## src/rtl/rn_pkg.sv

```systemverilog
package rn_pkg;
  typedef enum logic [1:0] {
    FLUSH_NONE,
    FLUSH_BRANCH,
    FLUSH_EXC
  } flush_e;
endpackage

```

## src/rtl/rn_free_list.sv

```systemverilog
module rn_free_list #(
  parameter int NP = 16,
  parameter int NA = 8,
  parameter int RW = 2,
  localparam int PW = $clog2(NP)
) (
  input  logic                   clk_i,
  input  logic                   rst_ni,
  input  logic [RW-1:0]          need_i,
  output logic [RW-1:0][PW-1:0]  tag_o,
  output logic [NP-1:0]          alloc_vec_o,
  output logic                   enough_o,
  input  logic                   ret_en_i,
  input  logic [PW-1:0]          ret_tag_i,
  input  logic [NP-1:0]          reclaim_i,
  input  logic                   rebuild_en_i,
  input  logic [NP-1:0]          rebuild_i
);
  localparam logic [NP-1:0] RESET_FREE = {NP{1'b1}} << NA;

  logic [NP-1:0] free_q, free_d, avail, ret_vec;
  logic          hit;

  // lanes pick in order, each the lowest remaining free tag
  always_comb begin
    avail       = free_q;
    alloc_vec_o = '0;
    tag_o       = '0;
    hit         = 1'b0;
    for (int i = 0; i < RW; i++) begin
      hit = 1'b0;
      for (int t = 0; t < NP; t++) begin
        if (!hit && avail[t]) begin
          tag_o[i] = PW'(t);
          hit      = 1'b1;
        end
      end
      if (need_i[i]) begin
        avail[tag_o[i]]       = 1'b0;
        alloc_vec_o[tag_o[i]] = 1'b1;
      end
    end
  end

  assign enough_o = $countones(free_q) >= RW;
  assign ret_vec  = ret_en_i ? (NP'(1) << ret_tag_i) : '0;

  always_comb begin
    if (rebuild_en_i) free_d = rebuild_i;
    else              free_d = (free_q & ~alloc_vec_o) | ret_vec | reclaim_i;
  end

  always_ff @(posedge clk_i or negedge rst_ni) begin
    if (!rst_ni) free_q <= RESET_FREE;
    else         free_q <= free_d;
  end

  // a released tag must be in use
  p_ret_in_use_r6: assert property (@(posedge clk_i) disable iff (!rst_ni)
    ret_en_i |-> !free_q[ret_tag_i]);

  // rebuilt pool holds exactly the tags outside the committed map
  p_rebuild_count_r10: assert property (@(posedge clk_i) disable iff (!rst_ni)
    rebuild_en_i |=> $countones(free_q) == NP - NA);
endmodule

```

## src/rtl/rn_map.sv

```systemverilog
module rn_map #(
  parameter int NA = 8,
  parameter int NP = 16,
  parameter int RW = 2,
  localparam int AW = $clog2(NA),
  localparam int PW = $clog2(NP)
) (
  input  logic                   clk_i,
  input  logic                   rst_ni,
  input  logic [RW-1:0]          go_i,
  input  logic [RW-1:0]          dst_en_i,
  input  logic [RW-1:0][AW-1:0]  dst_i,
  input  logic [RW-1:0][AW-1:0]  src1_i,
  input  logic [RW-1:0][AW-1:0]  src2_i,
  input  logic [RW-1:0][PW-1:0]  new_tag_i,
  input  logic [RW-1:0]          snap_lane_i,
  output logic [RW-1:0][PW-1:0]  src1_tag_o,
  output logic [RW-1:0][PW-1:0]  src2_tag_o,
  output logic [RW-1:0][PW-1:0]  old_tag_o,
  output logic [NA-1:0][PW-1:0]  snap_map_o,
  input  logic                   restore_en_i,
  input  logic [NA-1:0][PW-1:0]  restore_map_i,
  input  logic                   cmt_en_i,
  input  logic [AW-1:0]          cmt_arch_i,
  input  logic [PW-1:0]          cmt_tag_i,
  input  logic                   exc_i,
  output logic [NP-1:0]          cmt_free_o
);
  logic [NA-1:0][PW-1:0] map_q, map_d, work, cmap_q, cmap_d;

  // lane-by-lane walk gives same-group bypass for sources and prior tags
  always_comb begin
    work       = map_q;
    snap_map_o = map_q;
    src1_tag_o = '0;
    src2_tag_o = '0;
    old_tag_o  = '0;
    for (int i = 0; i < RW; i++) begin
      src1_tag_o[i] = work[src1_i[i]];
      src2_tag_o[i] = work[src2_i[i]];
      old_tag_o[i]  = work[dst_i[i]];
      if (go_i[i] && dst_en_i[i]) work[dst_i[i]] = new_tag_i[i];
      if (snap_lane_i[i]) snap_map_o = work;
    end
  end

  always_comb begin
    cmap_d = cmap_q;
    if (cmt_en_i) cmap_d[cmt_arch_i] = cmt_tag_i;
    cmt_free_o = '1;
    for (int a = 0; a < NA; a++) cmt_free_o[cmap_d[a]] = 1'b0;
  end

  always_comb begin
    if (exc_i)             map_d = cmap_d;
    else if (restore_en_i) map_d = restore_map_i;
    else                   map_d = work;
  end

  always_ff @(posedge clk_i or negedge rst_ni) begin
    if (!rst_ni) begin
      for (int a = 0; a < NA; a++) begin
        map_q[a]  <= PW'(a);
        cmap_q[a] <= PW'(a);
      end
    end else begin
      map_q  <= map_d;
      cmap_q <= cmap_d;
    end
  end

  for (genvar g = 0; g < RW; g++) begin : g_lane_chk
    // fresh tag never equals the mapping it replaces
    p_new_ne_old_r4: assert property (@(posedge clk_i) disable iff (!rst_ni)
      (go_i[g] && dst_en_i[g]) |-> new_tag_i[g] != old_tag_o[g]);
  end
endmodule

```

## src/rtl/rn_snap.sv

```systemverilog
module rn_snap #(
  parameter int NS = 4,
  parameter int NA = 8,
  parameter int NP = 16,
  parameter int RW = 2,
  localparam int SW = (NS > 1) ? $clog2(NS) : 1,
  localparam int PW = $clog2(NP)
) (
  input  logic                   clk_i,
  input  logic                   rst_ni,
  input  logic                   take_i,
  input  logic [NA-1:0][PW-1:0]  take_map_i,
  input  logic [RW-1:0]          alloc_i,
  input  logic [RW-1:0][PW-1:0]  tag_i,
  input  logic [RW-1:0]          br_lane_i,
  input  logic                   res_en_i,
  input  logic [SW-1:0]          res_id_i,
  input  logic                   res_bad_i,
  input  logic                   flush_i,
  output logic [SW-1:0]          slot_o,
  output logic                   slot_ok_o,
  output logic [NA-1:0][PW-1:0]  rb_map_o,
  output logic [NP-1:0]          rb_mask_o
);
  logic [NS-1:0]                 active_q;
  logic [NS-1:0][NS-1:0]         older_q;
  logic [NS-1:0][NA-1:0][PW-1:0] map_q;
  logic [NS-1:0][NP-1:0]         mask_q;
  logic [NS-1:0]                 drop;
  logic [NP-1:0]                 cyc_alloc, new_mask, clr_mask;
  logic                          hit, after;

  always_comb begin
    slot_o = '0;
    hit    = 1'b0;
    for (int s = 0; s < NS; s++) begin
      if (!hit && !active_q[s]) begin
        slot_o = SW'(s);
        hit    = 1'b1;
      end
    end
  end
  assign slot_ok_o = ~&active_q;

  // tags handed out this cycle, and those after the branch lane
  always_comb begin
    cyc_alloc = '0;
    new_mask  = '0;
    after     = 1'b0;
    for (int i = 0; i < RW; i++) begin
      if (alloc_i[i]) begin
        cyc_alloc[tag_i[i]] = 1'b1;
        if (after) new_mask[tag_i[i]] = 1'b1;
      end
      if (br_lane_i[i]) after = 1'b1;
    end
  end

  assign rb_map_o  = map_q[res_id_i];
  assign rb_mask_o = mask_q[res_id_i];
  assign clr_mask  = (res_en_i && res_bad_i) ? mask_q[res_id_i] : '0;

  // a misprediction also drops every slot claimed after it
  always_comb begin
    drop = '0;
    if (res_en_i) begin
      drop[res_id_i] = 1'b1;
      if (res_bad_i)
        for (int j = 0; j < NS; j++)
          if (active_q[j] && older_q[j][res_id_i]) drop[j] = 1'b1;
    end
  end

  always_ff @(posedge clk_i or negedge rst_ni) begin
    if (!rst_ni) begin
      active_q <= '0;
      older_q  <= '0;
      map_q    <= '0;
      mask_q   <= '0;
    end else if (flush_i) begin
      active_q <= '0;
      older_q  <= '0;
      mask_q   <= '0;
    end else begin
      active_q <= (active_q & ~drop) | (take_i ? (NS'(1) << slot_o) : '0);
      for (int j = 0; j < NS; j++) begin
        older_q[j] <= older_q[j] & ~drop;
        mask_q[j]  <= (mask_q[j] | cyc_alloc) & ~clr_mask;
      end
      if (take_i) begin
        older_q[slot_o] <= active_q & ~drop;
        mask_q[slot_o]  <= new_mask;
        map_q[slot_o]   <= take_map_i;
      end
    end
  end

  p_res_active_r9: assert property (@(posedge clk_i) disable iff (!rst_ni)
    res_en_i |-> active_q[res_id_i]);

  p_take_has_slot_r8: assert property (@(posedge clk_i) disable iff (!rst_ni)
    take_i |-> slot_ok_o);

  p_flush_clears_r10: assert property (@(posedge clk_i) disable iff (!rst_ni)
    flush_i |=> active_q == '0);
endmodule

```

## src/rtl/phys_rename.sv

```systemverilog
module phys_rename
  import rn_pkg::*;
#(
  parameter int NUM_ARCH = 8,
  parameter int NUM_PHYS = 16,
  parameter int RN_WIDTH = 2,
  parameter int NUM_SNAP = 4,
  localparam int AW = $clog2(NUM_ARCH),
  localparam int PW = $clog2(NUM_PHYS),
  localparam int SW = (NUM_SNAP > 1) ? $clog2(NUM_SNAP) : 1
) (
  input  logic                         clk_i,
  input  logic                         rst_ni,
  input  logic [RN_WIDTH-1:0]          ren_valid_i,
  input  logic [RN_WIDTH-1:0]          ren_dst_en_i,
  input  logic [RN_WIDTH-1:0][AW-1:0]  ren_dst_i,
  input  logic [RN_WIDTH-1:0][AW-1:0]  ren_src1_i,
  input  logic [RN_WIDTH-1:0][AW-1:0]  ren_src2_i,
  input  logic [RN_WIDTH-1:0]          ren_branch_i,
  output logic                         ren_ready_o,
  output logic [RN_WIDTH-1:0][PW-1:0]  ren_src1_tag_o,
  output logic [RN_WIDTH-1:0][PW-1:0]  ren_src2_tag_o,
  output logic [RN_WIDTH-1:0][PW-1:0]  ren_new_tag_o,
  output logic [RN_WIDTH-1:0][PW-1:0]  ren_old_tag_o,
  output logic [SW-1:0]                ren_snap_id_o,
  input  logic                         cmt_valid_i,
  input  logic [AW-1:0]                cmt_arch_i,
  input  logic [PW-1:0]                cmt_new_tag_i,
  input  logic [PW-1:0]                cmt_old_tag_i,
  input  logic                         br_valid_i,
  input  logic [SW-1:0]                br_snap_i,
  input  logic                         br_mispredict_i,
  input  logic                         exc_i
);
  flush_e                        flush;
  logic                          enough, slot_ok, br_req, take;
  logic [RN_WIDTH-1:0]           go, need, br_lane;
  logic [NUM_PHYS-1:0]           alloc_vec, rb_mask, cmt_free;
  logic [NUM_ARCH-1:0][PW-1:0]   snap_map, rb_map;

  always_comb begin
    if (exc_i)                              flush = FLUSH_EXC;
    else if (br_valid_i && br_mispredict_i) flush = FLUSH_BRANCH;
    else                                    flush = FLUSH_NONE;
  end

  assign br_req      = |(ren_valid_i & ren_branch_i);
  assign ren_ready_o = (flush == FLUSH_NONE) && enough && (slot_ok || !br_req);
  assign go          = ren_valid_i & {RN_WIDTH{ren_ready_o}};
  assign need        = go & ren_dst_en_i;
  assign br_lane     = go & ren_branch_i;
  assign take        = |br_lane;

  rn_free_list #(.NP(NUM_PHYS), .NA(NUM_ARCH), .RW(RN_WIDTH)) u_free (
    .clk_i,
    .rst_ni,
    .need_i       (need),
    .tag_o        (ren_new_tag_o),
    .alloc_vec_o  (alloc_vec),
    .enough_o     (enough),
    .ret_en_i     (cmt_valid_i),
    .ret_tag_i    (cmt_old_tag_i),
    .reclaim_i    ((flush == FLUSH_BRANCH) ? rb_mask : '0),
    .rebuild_en_i (flush == FLUSH_EXC),
    .rebuild_i    (cmt_free)
  );

  rn_map #(.NA(NUM_ARCH), .NP(NUM_PHYS), .RW(RN_WIDTH)) u_map (
    .clk_i,
    .rst_ni,
    .go_i          (go),
    .dst_en_i      (ren_dst_en_i),
    .dst_i         (ren_dst_i),
    .src1_i        (ren_src1_i),
    .src2_i        (ren_src2_i),
    .new_tag_i     (ren_new_tag_o),
    .snap_lane_i   (br_lane),
    .src1_tag_o    (ren_src1_tag_o),
    .src2_tag_o    (ren_src2_tag_o),
    .old_tag_o     (ren_old_tag_o),
    .snap_map_o    (snap_map),
    .restore_en_i  (flush == FLUSH_BRANCH),
    .restore_map_i (rb_map),
    .cmt_en_i      (cmt_valid_i),
    .cmt_arch_i    (cmt_arch_i),
    .cmt_tag_i     (cmt_new_tag_i),
    .exc_i         (flush == FLUSH_EXC),
    .cmt_free_o    (cmt_free)
  );

  rn_snap #(.NS(NUM_SNAP), .NA(NUM_ARCH), .NP(NUM_PHYS), .RW(RN_WIDTH)) u_snap (
    .clk_i,
    .rst_ni,
    .take_i     (take),
    .take_map_i (snap_map),
    .alloc_i    (need),
    .tag_i      (ren_new_tag_o),
    .br_lane_i  (br_lane),
    .res_en_i   (br_valid_i),
    .res_id_i   (br_snap_i),
    .res_bad_i  (br_mispredict_i),
    .flush_i    (flush == FLUSH_EXC),
    .slot_o     (ren_snap_id_o),
    .slot_ok_o  (slot_ok),
    .rb_map_o   (rb_map),
    .rb_mask_o  (rb_mask)
  );

  p_one_branch_r8: assert property (@(posedge clk_i) disable iff (!rst_ni)
    $countones(ren_valid_i & ren_branch_i) <= 1);

  p_flush_blocks_r11: assert property (@(posedge clk_i) disable iff (!rst_ni)
    (exc_i || (br_valid_i && br_mispredict_i)) |-> go == '0);

  if (RN_WIDTH > 1) begin : g_byp_chk
    p_bypass_r5: assert property (@(posedge clk_i) disable iff (!rst_ni)
      (go[0] && go[1] && ren_dst_en_i[0] && ren_src1_i[1] == ren_dst_i[0])
        |-> ren_src1_tag_o[1] == ren_new_tag_o[0]);
  end
endmodule

```

## config.mk

```make
export PLATFORM = sky130hd
export DESIGN_NAME = phys_rename
export DESIGN_NICKNAME = d
export VERILOG_FILES = /design/src/rtl/rn_pkg.sv /design/src/rtl/rn_free_list.sv /design/src/rtl/rn_map.sv /design/src/rtl/rn_snap.sv /design/src/rtl/phys_rename.sv
export SDC_FILE = /design/constraint.sdc
export NUM_CORES = 1
export LEC_CHECK = 0
export BUFFER_PORTS_ARGS = -buffer_cell sky130_fd_sc_hd__buf_2
export CAP_MARGIN = 20
export CORE_MARGIN = 2
export CORE_UTILIZATION = 45
export DETAILED_ROUTE_END_ITERATION = 6
export SLEW_MARGIN = 40
export SYNTH_ARGS = -nofsm -noshare
export SYNTH_HDL_FRONTEND = slang
export SYNTH_SLANG_ARGS = --single-unit
```

## constraint.sdc

```tcl
create_clock -name clk_i -period 7.27 [get_ports clk_i]
set_input_delay 1.454 -clock clk_i [delete_from_list [all_inputs] [get_ports clk_i]]
set_output_delay 1.454 -clock clk_i [all_outputs]
set_load 0.05 [all_outputs]
```

## Word level (Yosys, flattened, before mapping)

Cells that the tools add are included.

| storage, ports and cells | value |
|---|---|
| flip-flop bits (word level) | 292 |
| latch bits | 0 |
| memory bits (writable) | 0 |
| bits in read-only memories | 0 |
| input port bits | 43 |
| output and inout port bits | 35 |
| memories | 0 |

| cells by class | value |
|---|---|
| $add $sub $neg | 15 |
| multipliers | 0 |
| divide/modulo/power cells | 0 |
| $lt $le $gt $ge | 35 |
| equality and inequality tests | 2 |
| shift-type cells | 2 |
| muxes and demuxes | 161 |
| bitwise operators | 43 |
| reduce and logical (&&, ||, !) cells | 100 |

Operator list:

| cell | count |
|---|---|
| 2-to-1 mux 32 bit | 9 |
| adder 32 bit | 7 |
| bitwise AND 16 bit | 13 |
| 2-to-1 mux 16 bit | 13 |
| NOT 16 bit | 11 |
| 2-to-1 mux 4 bit | 36 |
| bitwise mux 128 bit | 1 |
| 2-to-1 mux 64 bit | 2 |
| OR 16 bit | 7 |
| bitwise mux 32 bit | 3 |
| binary-select mux 4 bit (select 3 bit) | 6 |
| binary-select mux 32 bit (select 2 bit) | 1 |
| bitwise mux 64 bit | 1 |
| demux 32 bit (select 2 bit) | 1 |
| logical AND 1 bit | 57 |
| 2-to-1 mux 1 bit | 57 |
| < comparator 4 x 5 -> 1 bit, second input constant | 10 |
| demux 1 bit (select 4 bit) | 10 |
| greater-or-equal comparator 4 x 1 -> 1 bit, second input constant | 10 |
| zero test 1 bit | 37 |
| demux 4 bit (select 3 bit) | 3 |
| binary-select mux 16 bit (select 2 bit) | 1 |
| demux 16 bit (select 2 bit) | 1 |
| greater-or-equal comparator 32 x 3 -> 1 bit, second input constant | 1 |
| 25 further kinds | 60 |

## Longest topological paths before layout

Gate-level depths: netlist of run 1.

| logic depth | value |
|---|---|
| word-level depth | 110 |
| gate-level depth with buffers | 26 |
| depth with buffers taken out | 23 |

## Modules after synthesis

Synthesis of run 1 repeated with hierarchy kept, for this count alone.

| second synthesis, totals | value |
|---|---|
| cells, all modules | 2,283 |
| area, all modules | 20,711.1 sq um |

Modules (own cells, without submodules):

| module | times used | cells an instance | area an instance (sq um) | sequential area each (sq um) |
|---|---|---|---|---|
| rn_snap | 1 | 969 | 10,002.1 | 5,205.0 |
| rn_map | 1 | 962 | 7,950.1 | 1,631.6 |
| rn_free_list | 1 | 313 | 2,479.9 | 410.4 |
| phys_rename | 1 | 39 | 279.0 | 0.0 |

## Worst setup path after synthesis of run 1

No wires, ideal clock.

| timing | value |
|---|---|
| kind | reg-to-output |
| from | register u_free.free_q[12] |
| to | output ren_old_tag_o[4] (netlist name) |
| arrival | 6.375 ns |
| data required time | 5.816 ns |
| setup slack | -0.559 ns |
| cell stages (with the launch flop) | 21 |
| path buffers | 1 |
| cell sequence | dfstp_2 > ha_1 > inv_1 > fa_1 > inv_1 > fa_1 > fa_1 > inv_1 > fa_1 > inv_1 > ha_1 > inv_1 > fa_1 > nor2b_1 > a31o_2 > a21bo_2 > clkbuf_1 > nor4_1 > mux2i_1 > mux4_2 > mux2i_1 |

RTL lines:

| what | line | text |
|---|---|---|
| start, declared | rn_free_list.sv:21 | `logic [NP-1:0] free_q, free_d, avail, ret_vec;` |
| start signal, assigned | rn_free_list.sv:55 | `else free_q <= free_d;` |
| end, declared | phys_rename.sv:24 | `output logic [RN_WIDTH-1:0][PW-1:0] ren_old_tag_o,` |

==> run_results.csv, run 1 <==
group,metric,value,unit
logic_synthesis,synth-xor-area-share,0,
timing,finalCriticalPeriod,7.71,ns
logic_synthesis,async_reset_ff_frac,1.00,
timing,holdWs,0.474,ns
cells_and_area,post_route_cells_drive_above_1_share,0.289,
timing,rsz0062_at_grt,"yes",
cells_and_area,fin_nets,2168,
timing,skew,0.0323,ns
route,drc,1,
global_route,use_met3,0.0768,
cts,clk_latency,0.57,ns
floorplan,die_area,43700,um2
floorplan,die_w,209,um
logic_synthesis,synthMuxAreaShare,0.192,
logic_synthesis,synth_top_family_by_area,"compound AO/OA/AOI/OAI gates",
logic_synthesis,ys.flop_type,"dfrtp_1",
cts,clock-sinks,288,
timing,fin_crit_sh,1.06,
logic_synthesis,yosys.area.top_type,"dfrtp_1",
logic_synthesis,synth_fa_ha_area_frac,0.0221,
global_route,overflow,0,
cts,cts_root_buffer,"clkbuf_16",
hold_path,hold_class,"reg -> reg",
global_route,grt_pass1_vias,17300,
pwr,comb_power_share,0.650,
critical_path,critPathLaunchType,"register",
global_route,antenna_found_initial,0,
pwr,vdd_drop_max,0.000642,V
logic_synthesis,syn-num-nets,2026,
route,drtAntennaViolNets,0,
global_route,grtUsageMet1,0.505,
logic_synthesis,syn_avg_cell_area,9.67,um2
timing,slew_headroom,0.424,
logic_synthesis,synth_area_leaders,"dfrtp_1 (34%), mux4_2 (11%), nand2_1 (5.5%)",
pwr,power_frac_clock,0.156,
critical_path,worstPathRequired,5.82,ns
cts,cts_buffers,35,
critical_path,end_kind,"output port",
cts,cts_hold_buf,0,
pwr,power_frac_seq,0.194,
cells_and_area,area_growth,20.5,%
global_route,grt_usage,0.341,
critical_path,r2r_setup_slack,0.44,ns
status,violations,"design-rule violations, negative setup slack",
critical_path,setup.worst_path.class,"reg -> out",
pwr,switching_power,5.83,mW
timing,setup_tns,-6.49,ns
cts,cts.path.max_buffers,3,
timing,setup_viol,16,
critical_path,arrival,6.26,ns
floorplan,die_h,209,um
floorplan,rows,75,
status,outcome,"finished, violations left",
cells_and_area,multi_input_area,11500,um2
logic_synthesis,ys_types,90,
route,num_vias,17700,
route,wl_per_cell,27.9,um
global_route,grt_pass1_wl,112,mm
cells_and_area,n_fill_cell,3721,
route,drt_pre_antenna_iters,7,
logic_synthesis,synth_compound_area_frac,0.217,
logic_synthesis,yosys_warnings,0,
cts,clk_pin_slew,0.06,ns
cts,cts_tree,"built",
logic_synthesis,ys_top_cells_by_count,"nand2_1 (277), dfrtp_1 (256), o21ai_0 (175)",
logic_synthesis,syn_inst,1957,
place,place_ws,-0.364,ns
route,drtIter0Drc,2219,
logic_synthesis,yosysMostFrequentCell,"nand2_1",
logic_synthesis,syn_area,18900,um2
pwr,p_int,6.19,mW
logic_synthesis,yosys.area_share.simple,0.146,
pwr,power.leakage,9.55,nW
floorplan,start_util,0.453,
global_route,grt.busiest_layer,"met1",
place,place_hpwl,54.6,mm
pwr,power_per_cell_area,528,nW/um2
place,port_buffers,77,
cts,ctsHtreeMaxLevel,2,
floorplan,io_pins,78,
global_route,grt_max_degree,92,
logic_synthesis,synth_top_area_share,0.339,
place,place_congestion,0.998,
critical_path,path_max_fanout,5,
cells_and_area,regArea,7250,um2
floorplan,core-area,41800,um2
timing,clock.fmax,0.130,GHz
timing,hold_viol_final,0,
logic_synthesis,synth_edf_count,0,
route,wl,74.3,mm
timing,drv_slew,0,
global_route,gr-usage-met2,0.501,
timing,layout_setup_ws,-0.440,ns
cells_and_area,final_core_util,0.546,
cells_and_area,n_antenna_cell,0,
route,viasPerCell,6.65,
logic_synthesis,synth_seq_cells,288,
job,drv_cap,0,
timing,worst_pin_slew,0.840,ns
logic_synthesis,ys_seq_area_frac,0.383,
pwr,swShare,0.485,
[layer usage]
layer  wire length, um  share of wire  vias up
met3              7830           0.11      162
li1                  -              -     7659
met2             32100           0.43     1047
met4              2490          0.034        0
met5                 0              0        -
met1             31800           0.43     8833
[kinds of logic (layout without fill, tap and decap cells)]
group,Yosys count,count (layout)
and+or+nand+nor,597,597
buffers and inverters,193,359
muxes,238,238
adders and majority gates,27,27
AOI/OAI and AO/OA,614,614
DFF,288,288
[worst max-delay path, cell delays in order (launching register included)]
cell and delay, ns:
dfstp_2 0.55, ha_4 0.13, inv_2 0.04, fa_1 0.54
inv_2 0.04, fa_1 0.49, fa_1 0.53, inv_2 0.04
fa_1 0.47, inv_1 0.04, ha_2 0.17, inv_2 0.05
fa_2 0.43, nor3b_4 0.19, buf_6 0.12, a21boi_4 0.22
buf_12 0.16, nand4_1 0.14, buf_4 0.21, nor3_4 0.13
a21oi_2 0.08, mux4_2 0.53, mux2i_4 0.18, buf_6 0.18
[layout by cell type, fill, tap and decap left out, types with 15 or more instances in the layout]
| cell type | count |
|---|---|
| nor3_1 | 18 |
| and2_1 | 16 |
| a31oi_1 | 22 |
| a211oi_1 | 16 |
| o211ai_1 | 35 |
| nand2_1 | 276 |
| o22ai_1 | 38 |
| a221oi_1 | 15 |
| inv_1 | 52 |
| buf_2 | 58 |
| a22oi_1 | 23 |
| buf_6 | 20 |
| nand3_1 | 27 |
| a21oi_1 | 99 |
| dfrtp_1 | 256 |
| o21ai_0 | 174 |
| clkbuf_16 | 35 |
| buf_4 | 146 |
| a32oi_1 | 18 |
| dfstp_2 | 32 |
| mux2_2 | 72 |
| nor2_1 | 134 |
| mux2i_1 | 50 |
| mux4_2 | 93 |
[through the flow]
stage | cell area, um2 | cells | power [mW]
3_5_place_dp | 21000 | 2585 | 9.19
6_report | 22800 | 2662 | 12.0
2_1_floorplan | 19100 | 1957 | 6.33
5_1_grt | 22800 | 2662 | 12.7
4_1_cts | 22600 | 2657 | 11.7
3_3_place_gp | 20900 | 2583 | 9.04
[sequential cells by signal (all words and copies together), names as in the netlist]
register         flops
u_map.map_q         32
u_snap.older_q      12
u_snap.mask_q       64
u_snap.active_q      4
u_map.cmap_q        32
u_snap.map_q       128
u_free.free_q       16
[power groups by stage]
stage,logic [mW],clock network [mW],registers (mW)
4_1_cts,7.50,1.91,2.32
3_3_place_gp,6.72,0,2.31
3_5_place_dp,6.86,0,2.33
6_report,7.81,1.88,2.33
5_1_grt,8.35,1.97,2.36
2_1_floorplan,4.12,0,2.21
[final timing paths]
| kind | cells after the start | to | from |
|---|---|---|---|
| max | 23 | ren_old_tag_o[4] | u_free.free_q[11] |
| min | 2 | u_snap.map_q[71] | u_snap.map_q[71] |
| max reg2reg | 24 | u_free.free_q[1] | u_free.free_q[11] |
| min reg2reg | 2 | u_snap.map_q[71] | u_snap.map_q[71] |
| max in group asynchronous | 3 | u_snap.map_q[106] | rst_ni |
| min in group asynchronous | 1 | u_free.free_q[2] | rst_ni |
[area by class of cell]
| class | instances | share of cell area |
|---|---|---|
| multi-input combinational | 1476 | 0.505 |
| sequential | 288 | 0.318 |
| timing repair buffer | 240 | 0.0843 |
| clock buffer | 47 | 0.0435 |
| tap | 539 | 0.0296 |
| clock inverter | 14 | 0.0103 |
| inverter | 58 | 0.00955 |
[timing repair]
| item | CTS | global route |
|---|---|---|
| endpoints found under the setup margin | 16 | 16 |
| gates resized for setup | 81 | 20 |
| buffers inserted | 11 | 5 |
| pin swaps | 20 | 13 |
No activity file was read; power rests on OpenSTA's default activity.
==> run 2, diff against run 1 <==
- clock period: 7.27 -> 8.5 ns (I/O delays scaled with it)
==> run 2 against run 1 <==
The flow now finishes without violations. Non-clock buffer count shrank 96. Power shrank 22%. Die area is the same. Sequential share of layout area grew 1.6 points. Final cell count shrank 3.5%. Global-route usage is essentially flat. Clock-buffer cell count grew 5. Core utilization shrank 2.7 points. First-iteration DRC count grew 1.1%. Sequential cell count is the same. Critical path type unchanged. Highest routed layer is now met5.
==> run_results.csv, run 2 (synthesis results as in run 1) <==
group,metric,value,unit
cells_and_area,multi_input_area,11300,um2
pwr,power_per_cell_area,434,nW/um2
route,drc,0,
cells_and_area,largest_registers,"u_snap.map_q: 128 flops, u_snap.mask_q: 64 flops",
cells_and_area,area_growth,14.5,%
critical_path,crit_path_frequent_cell,"inv_1",
pwr,power.leakage,9.02,nW
timing,finalCriticalPeriod,8.28,ns
floorplan,die_h,209,um
timing,hold_viol_final,0,
timing,holdWs,0.478,ns
cells_and_area,fin_nets,2072,
floorplan,rows,75,
floorplan,die_w,209,um
route,wl,74.8,mm
cells_and_area,mostFrequentLayoutCell,"nand2_1",
critical_path,end_kind,"output port",
cells_and_area,post_route_cells_drive_above_1_share,0.243,
floorplan,io_pins,78,
global_route,overflow,0,
global_route,antenna_found_initial,1,
cells_and_area,largest_reg_flops,128,
timing,fin_crit_sh,0.974,
cells_and_area,regMostFlops,"u_snap.map_q",
timing,worst_pin_slew,1.02,ns
route,drtAntennaViolNets,0,
cts,cts_buffers,35,
status,outcome,"finished clean",
place,place_congestion,1.06,
timing,slew_headroom,0.317,
job,drv_cap,0,
route,num_vias,17500,
hold_path,hold_class,"reg -> reg",
cts,clk_pin_slew,0.06,ns
cts,cts.path.max_buffers,3,
critical_path,cp_cell_sequence,"ha_1 -> inv_1 -> fa_1 -> inv_1 -> fa_1 -> fa_1 -> inv_1 -> fa_1 -> inv_1 -> ha_2 -> inv_1 -> fa_2 -> nor2b_1 -> a31o_2 -> a21bo_4 -> buf_4 -> nor4_4 -> buf_6 -> mux2i_4 -> mux4_2 -> mux2i_2 -> buf_6",
global_route,grt_pass1_vias,16800,
cells_and_area,regArea,7250,um2
timing,drv_slew,0,
cts,cts_tree,"built",
cts,clk_latency,0.56,ns
critical_path,critical_path.max_stage_delay,0.63,ns
place,place_ws,0.386,ns
cts,ctsHtreeMaxLevel,2,
critical_path,worstPathRequired,6.80,ns
cells_and_area,layout_common_cells,"nand2_1 (277), dfrtp_1 (256), o21ai_0 (174)",
timing,skew,0.0160,ns
route,viasPerCell,6.79,
floorplan,core-area,41800,um2
critical_path,critPathLaunchType,"register",
global_route,grt_max_degree,143,
critical_path,arrival,6.58,ns
critical_path,setup.worst_path.class,"reg -> out",
route,drt_pre_antenna_iters,7,
timing,clock.fmax,0.121,GHz
timing,layout_setup_ws,0.219,ns
timing,setup_viol,0,
route,wl_per_cell,29.1,um
cts,clock-sinks,288,
floorplan,start_util,0.453,
cells_and_area,n_fill_cell,3736,
place,port_buffers,77,
cts,cts_hold_buf,0,
global_route,grt_pass1_wl,112,mm
cts,cts_root_buffer,"clkbuf_16",
route,drtIter0Drc,2243,
pwr,vdd_drop_max,0.000500,V
critical_path,cp_slowest_cell,"dfstp_2",
critical_path,path_max_fanout,8,
place,place_hpwl,54.4,mm
global_route,grt_usage,0.341,
floorplan,die_area,43700,um2
## run 2: cell types whose count changed in the layout (fill, tap and decap cells not counted), sizes merged
cell,delta
diode,+2
clkinvlp,+1
bufinv,-4
buf,-99
clkbuf,+8
## run 2: worst paths after layout
path	start	end	slack, ns	depth (start not counted)
setup / recovery	u_free.free_q[12]	ren_src1_tag_o[4]	0.22	22
hold / removal	u_snap.map_q[86]	u_snap.map_q[86]	0.48	2
setup reg to reg	u_free.free_q[12]	u_free.free_q[1]	1.33	23
hold reg to reg	u_snap.map_q[86]	u_snap.map_q[86]	0.48	2
max in group asynchronous	rst_ni	u_map.map_q[9]	6.04	3
min in group asynchronous	rst_ni	u_free.free_q[0]	1.12	1
## run 2: cell type report
class                      count  area share
antenna                        2    0.000231
clock buffer                  52      0.0480
clock inverter                11     0.00468
inverter                      58      0.0102
multi-input combinational   1476       0.521
sequential                   288       0.334
tap                          539      0.0311
timing repair buffer         144      0.0499
## run 2: routing by layer
layer	share of wire	wire length, um	track usage
met4	0.030	2260	0.103
met5	0.00017	13	0
met3	0.098	7350	0.0769
met2	0.44	32800	0.504
met1	0.43	32400	0.499
## run 2: worst max-delay path, delay by kind of cell (launching register included)
family,cells,cell delay (ns)
AND/OR/NAND/NOR,2,0.50
multiplexers,3,0.88
AO/OA/AOI/OAI,2,0.49
flip-flops,1,0.63
buffers and inverters,8,0.88
adder cells (fa/ha/maj),7,2.66
## run 2: power by group
group          leakage [nW]  total (mW)  switching (mW)  internal [mW]
combinational          4.74        5.89            3.87           2.02
clock                 0.564        1.51           0.626          0.882
sequential             3.72        2.00           0.276           1.73
## run 2: metrics by stage
stage               utilization  cell area [um2]  TNS [ns]  power (mW)  instances
floorplan                     -            18900         0        5.51       1957
global placement          0.477            19900         0        7.18       2486
detailed placement        0.479            20000         0        7.27       2488
CTS                       0.508            21200         0        8.87       2552
global route              0.519            21700   -0.0351        9.98       2568
finish                    0.519            21700         0        9.40       2570
## run 2: what timing repair did
action | CTS | global route
buffers inserted | 1 | 14
resized for setup | 10 | 58
pin swaps | 1 | 10
setup endpoints to repair | 7 | 16
